`src/rtl/raster_timing_pkg.sv`:
```
package raster_timing_pkg;

    typedef enum logic [1:0] {
        PH_SYNC   = 2'd0,
        PH_BACK   = 2'd1,
        PH_ACTIVE = 2'd2,
        PH_FRONT  = 2'd3
    } phase_e;

    typedef struct packed {
        phase_e h;
        phase_e v;
    } raster_phase_t;

    function automatic phase_e phase_of(input int unsigned pos,
                                        input int unsigned sync_len,
                                        input int unsigned back_len,
                                        input int unsigned act_len);
        if (pos < sync_len)
            return PH_SYNC;
        else if (pos < sync_len + back_len)
            return PH_BACK;
        else if (pos < sync_len + back_len + act_len)
            return PH_ACTIVE;
        else
            return PH_FRONT;
    endfunction

endpackage

```
`src/rtl/raster_axis_counter.sv`:
```
module raster_axis_counter
    import raster_timing_pkg::*;
#(
    parameter int unsigned SYNC_LEN  = 96,
    parameter int unsigned BACK_LEN  = 48,
    parameter int unsigned ACT_LEN   = 640,
    parameter int unsigned FRONT_LEN = 16,
    localparam int unsigned TOTAL    = SYNC_LEN + BACK_LEN + ACT_LEN + FRONT_LEN,
    localparam int unsigned CW       = $clog2(TOTAL)
) (
    input  logic          clk,
    input  logic          rst,
    input  logic          run,
    input  logic          step,
    output logic [CW-1:0] count,
    output logic          wrap,
    output phase_e        phase
);
    localparam logic [CW-1:0] LAST = CW'(TOTAL - 1);

    assign wrap  = run && step && (count == LAST);
    assign phase = phase_of(32'(count), SYNC_LEN, BACK_LEN, ACT_LEN);

    always_ff @(posedge clk) begin
        if (rst || !run)
            count <= '0;
        else if (step)
            count <= (count == LAST) ? '0 : count + 1'b1;
    end

    // the count never leaves its period
    a_r1_count_bound: assert property (@(posedge clk) disable iff (rst)
        count <= LAST);

    // a step at the last value returns the counter to zero
    a_r4_wrap_to_zero: assert property (@(posedge clk) disable iff (rst)
        (run && step && count == LAST) |=> (count == '0));

endmodule

```
`src/rtl/raster_out_stage.sv`:
```
module raster_out_stage
    import raster_timing_pkg::*;
#(
    parameter int unsigned HW     = 10,
    parameter int unsigned VW     = 10,
    parameter int unsigned COLW   = 10,
    parameter int unsigned LINEW  = 9,
    parameter int unsigned H_LEAD = 144,
    parameter int unsigned V_LEAD = 33,
    parameter int unsigned H_ACT  = 640
) (
    input  logic             clk,
    input  logic             rst,
    input  logic             run,
    input  raster_phase_t    ph,
    input  logic [HW-1:0]    h_pos,
    input  logic [VW-1:0]    v_pos,
    output logic             hsync_n,
    output logic             vsync_n,
    output logic             de,
    output logic [COLW-1:0]  col,
    output logic [LINEW-1:0] line
);
    logic visible;
    assign visible = (ph.h == PH_ACTIVE) && (ph.v == PH_ACTIVE);

    always_ff @(posedge clk) begin
        if (rst || !run) begin
            hsync_n <= 1'b1;
            vsync_n <= 1'b1;
            de      <= 1'b0;
            col     <= '0;
            line    <= '0;
        end else begin
            hsync_n <= (ph.h != PH_SYNC);
            vsync_n <= (ph.v != PH_SYNC);
            de      <= visible;
            col     <= visible ? COLW'(h_pos - HW'(H_LEAD)) : '0;
            line    <= visible ? LINEW'(v_pos - VW'(V_LEAD)) : '0;
        end
    end

    // syncs are never asserted during visible pixels
    a_r3_syncs_idle_in_de: assert property (@(posedge clk) disable iff (rst)
        de |-> (hsync_n && vsync_n));

    // every visible run starts at column zero
    a_r6_col_starts_zero: assert property (@(posedge clk) disable iff (rst)
        $rose(de) |-> (col == '0));

    // column stays inside the visible width
    a_r6_col_in_range: assert property (@(posedge clk) disable iff (rst)
        de |-> (32'(col) < H_ACT));

    // a low enable parks the outputs one edge later
    a_r8_park_on_disable: assert property (@(posedge clk) disable iff (rst)
        !run |=> (!de && hsync_n && vsync_n && col == '0 && line == '0));

endmodule

```
`src/rtl/raster_timing_gen.sv`:
```
module raster_timing_gen
    import raster_timing_pkg::*;
#(
    parameter int unsigned H_SYNC  = 96,
    parameter int unsigned H_BACK  = 48,
    parameter int unsigned H_ACT   = 640,
    parameter int unsigned H_FRONT = 16,
    parameter int unsigned V_SYNC  = 2,
    parameter int unsigned V_BACK  = 31,
    parameter int unsigned V_ACT   = 480,
    parameter int unsigned V_FRONT = 12,
    localparam int unsigned COLW   = $clog2(H_ACT),
    localparam int unsigned LINEW  = $clog2(V_ACT)
) (
    input  logic             clk,
    input  logic             rst,
    input  logic             en,
    output logic             hsync_n,
    output logic             vsync_n,
    output logic             de,
    output logic [COLW-1:0]  col,
    output logic [LINEW-1:0] line
);
    localparam int unsigned H_TOTAL = H_SYNC + H_BACK + H_ACT + H_FRONT;
    localparam int unsigned V_TOTAL = V_SYNC + V_BACK + V_ACT + V_FRONT;
    localparam int unsigned HW      = $clog2(H_TOTAL);
    localparam int unsigned VW      = $clog2(V_TOTAL);

    logic          [HW-1:0] h_pos;
    logic          [VW-1:0] v_pos;
    logic                   h_wrap;
    logic                   v_wrap;
    raster_phase_t          ph;

    raster_axis_counter #(
        .SYNC_LEN (H_SYNC),
        .BACK_LEN (H_BACK),
        .ACT_LEN  (H_ACT),
        .FRONT_LEN(H_FRONT)
    ) u_hcount (
        .clk  (clk),
        .rst  (rst),
        .run  (en),
        .step (1'b1),
        .count(h_pos),
        .wrap (h_wrap),
        .phase(ph.h)
    );

    raster_axis_counter #(
        .SYNC_LEN (V_SYNC),
        .BACK_LEN (V_BACK),
        .ACT_LEN  (V_ACT),
        .FRONT_LEN(V_FRONT)
    ) u_vcount (
        .clk  (clk),
        .rst  (rst),
        .run  (en),
        .step (h_wrap),
        .count(v_pos),
        .wrap (v_wrap),
        .phase(ph.v)
    );

    raster_out_stage #(
        .HW    (HW),
        .VW    (VW),
        .COLW  (COLW),
        .LINEW (LINEW),
        .H_LEAD(H_SYNC + H_BACK),
        .V_LEAD(V_SYNC + V_BACK),
        .H_ACT (H_ACT)
    ) u_out (
        .clk    (clk),
        .rst    (rst),
        .run    (en),
        .ph     (ph),
        .h_pos  (h_pos),
        .v_pos  (v_pos),
        .hsync_n(hsync_n),
        .vsync_n(vsync_n),
        .de     (de),
        .col    (col),
        .line   (line)
    );

    // the line counter holds between horizontal wraps
    a_r5_line_holds: assert property (@(posedge clk) disable iff (rst)
        (en && !h_wrap) |=> (!en || $stable(v_pos)));

    // a frame wrap only happens on a line wrap
    a_r4_frame_wrap_on_line_wrap: assert property (@(posedge clk) disable iff (rst)
        v_wrap |-> h_wrap);

endmodule

```
`config.mk`:
```
export PLATFORM = sky130hd
export DESIGN_NAME = raster_timing_gen
export DESIGN_NICKNAME = d
export VERILOG_FILES = /design/src/rtl/raster_timing_pkg.sv /design/src/rtl/raster_axis_counter.sv /design/src/rtl/raster_out_stage.sv /design/src/rtl/raster_timing_gen.sv
export SDC_FILE = /design/constraint.sdc
export NUM_CORES = 1
export LEC_CHECK = 0
export ABC_AREA = 1
export BUFFER_PORTS_ARGS = -buffer_cell sky130_fd_sc_hd__buf_2
export CAP_MARGIN = 20
export CORE_MARGIN = 2
export CORE_UTILIZATION = 25
export DETAILED_ROUTE_END_ITERATION = 7
export MAX_ROUTING_LAYER = met4
export PLACE_DENSITY_LB_ADDON = 0.1
export SYNTH_ARGS = -nofsm -noshare
export SYNTH_HDL_FRONTEND = slang
export SYNTH_SLANG_ARGS = --single-unit
```
`constraint.sdc`:
```
create_clock -name clk -period 5.22 [get_ports clk]
set_clock_uncertainty 0.15 [all_clocks]
set_input_delay 1.044 -clock clk [delete_from_list [all_inputs] [get_ports clk]]
set_output_delay 1.044 -clock clk [all_outputs]
set_load 0.02 [all_outputs]
```
==> results.py <==
metrics = {
    "outcome": {
        "status": "completed",
    },
    "clocking": {
        "cts_buffers": 5,
        "post_cts_buffers": 0,
        "cts_max_level": 2,
        "cts_tree": "done",
        "root_buffer": "clkbuf_8",
        "numClockSinks": 42,
        "path_clk_slew_ns": 0.09,
        "cts.repair.resized": 0,
        "insertion_delay_ns": 0.30,
        "cts_buffer_depth": 2,
        "cts_hold_buf": 0,
    },
    "sta": {
        "rsz0062_at_grt": "false",
        "fin_tns_setup_ns": 0,
        "fin_crit_ns": 2.320,
        "finalHoldViolCount": 0,
        "setup_viol_count_final": 0,
        "clock.fmax_ghz": 0.4310,
        "slew_headroom_pct": 53.26,
        "worst_pin_slew_ns": 0.7003,
        "slew_viol_final": 0,
        "worst_slack_ns": 2.900,
        "post-route-period-util_pct": 44.45,
    },
    "flow_run": {
        "drv_cap": 0,
    },
    "yosys": {
        "yosys-top-cells-count": "nand2_1, dfxtp_1, nor2_1",
        "netlist_area_mm2": 0.002057,
        "synth-seq-area-share_pct": 40.88,
        "avgSynthCellArea_um2": 7.590,
        "synth_cell_types": 27,
        "yosysTopAreaCell": "dfxtp_1",
        "syn_inst": 271,
        "synth_ff_type": "dfxtp_1",
        "yosys_warnings": 0,
        "async_flop_share_pct": 0,
        "syn_nets": 281,
        "synth_edf_count": 0,
        "synth.area.top_cells": "dfxtp_1, nand2_1, nor2_2",
        "synth_top_area_share_pct": 40.88,
        "synth_seq_cells": 42,
        "yosysMostFrequentCell": "nand2_1",
    },
    "placed_design": {
        "numPortBuffers": 24,
        "pre_cts_slack_ns": 2.555,
        "hpwl_um": 3420,
        "place_congestion": 0.8147,
    },
    "pwr": {
        "peakVddDrop_mv": 0.1100,
        "power.leakage_nw": 1.082,
        "power.total_uw": 601.0,
        "power.density_mw_per_mm2": 253.2,
    },
    "route": {
        "num_vias": 1653,
        "first_pass_iters": 4,
        "antenna_left": 0,
        "drc": 0,
        "viasPerCell": 4.102,
        "wl_met2_um": 2160,
        "drt_iter0_markers": 56,
        "wl_met3_um": 134,
        "drt-wirelength-per-cell_um": 11.20,
        "wl_met1_um": 2161,
        "top_layer_used": "met4",
        "wl_um": 4513,
    },
    "setup_path": {
        "cp_data_arrival_time_ns": 2.39,
        "cp_slowest_cell": "nand3_2",
        "path_max_fanout": 20,
        "crit_path_start_kind": "flip-flop",
        "critPathKind": "flip-flop to flip-flop",
        "critical-path-top-delay-family": "simple AND/OR/NAND/NOR gates",
        "cp.required_ns": 5.29,
        "crit_chain": "inv_1, ha_1, inv_1, nor2_1, nand2_2, nand2_1, nand2_1, nand3_2, nor2_2",
        "cp-end-kind": "flip-flop",
        "cpPeakStageDelay_ns": 0.55,
        "path_buf_inv": 2,
    },
    "floorplan": {
        "rows": 33,
        "dieArea_mm2": 0.008969,
        "die_h_um": 94.71,
        "core-area_mm2": 0.008093,
        "io_pins": 25,
        "die_w_um": 94.71,
        "start_util_pct": 25.42,
    },
    "final_layout": {
        "diodes": 0,
        "final_layout_size_suffix_gt1_share_pct": 23.83,
        "nNetsFinal": 307,
        "area_delta_synth_final_pct": 15.39,
        "fill_cells": 923,
    },
    "grt": {
        "grt_max_degree": 21,
        "grt_pass1_wl_um": 7562,
        "first_global_vias": 1577,
        "grt-ovfl-total": 0,
        "antenna_found_initial": 0,
        "grt_usage_pct": 11.35,
    },
    "min_path": {
        "hold_class": "flip-flop to flip-flop",
    },
}
cells in the final DEF, fill, tap and decap left out, types with 7 or more instances in the layout:
master and instances:
a21oi_1 9, xor2_1 7, nand4_1 9, dfxtp_1 42
inv_1 29, nand3_1 15, nor2_1 33, nand2_1 64
buf_2 24, nor2_2 20, ha_1 7
final timing paths:
check	start	slack, ns	to	cells after the start
max	u_vcount.count[0]$_SDFFE_PP0P_	2.90	u_out.col[5]$_SDFF_PP0_	9
min	u_hcount.count[1]$_SDFF_PP0_	0.32	u_out.col[1]$_SDFF_PP0_	2
max reg2reg	u_vcount.count[0]$_SDFFE_PP0P_	2.90	u_out.col[5]$_SDFF_PP0_	9
min reg2reg	u_hcount.count[1]$_SDFF_PP0_	0.32	u_out.col[1]$_SDFF_PP0_	2
metrics by stage:
step | instance area (um^2) | utilization [%] | hold slack [ns] | cells
2_1_floorplan | 2057 | - | 0.2797 | 271
5_1_grt | 2374 | 29.33 | 0.3547 | 403
4_1_cts | 2374 | 29.33 | 0.3278 | 403
3_5_place_dp | 2260 | 27.92 | 0.3104 | 395
6_report | 2374 | 29.33 | 0.3206 | 403
3_3_place_gp | 2260 | 27.92 | 0.3025 | 395
power by group:
part           switching, mW  internal (mW)  leakage (nW)
combinational         0.0108        0.00446         0.693
clock                  0.121          0.142        0.0504
sequential          0.000839          0.322         0.339
cell families after synthesis:
family / count (synthesis) / synth area share, %
buffers and inverters: 39 / 8.759
adder cells (fa/ha/maj): 7 / 4.258
XOR/XNOR: 8 / 3.406
AO/OA/AOI/OAI: 18 / 4.745
AND/OR/NAND/NOR: 157 / 37.96
flip-flops: 42 / 40.88
flip-flops by register name, summed over array words and instances, names as in the netlist:
name	cells
u_hcount.count	10
u_out.de	1
u_out.col	10
u_vcount.count	10
u_out.hsync_n	1
u_out.vsync_n	1
u_out.line	9
worst reg2reg max path, cell delays in order, from the launching register on:
cell and delay (ns):
dfxtp_1 0.42, inv_1 0.15, ha_1 0.26, inv_1 0.06, nor2_1 0.05, nand2_2 0.11
nand2_1 0.13, nand2_1 0.11, nand3_2 0.55, nor2_2 0.26
cell type report:
cell class                      count  area, um^2  share of cell area, %
Clock buffer                        5       68.82                  2.899
Clock inverter                      3       45.04                  1.898
Inverter                           34       131.4                  5.535
Multi-Input combinational cell    190        1036                  43.65
Sequential cell                    42       840.8                  35.42
Tap cell                          105       131.4                  5.535
Timing Repair Buffer               24       120.1                  5.061
per-layer routing:
layer / global-route usage, % / up-vias
li1: - / 895
met1: 13.36 / 735
met2: 18.97 / 18
met3: 2.634 / 5
met4: 3.986 / 0
met5: - / -
(Power assumes the default switching activity.)
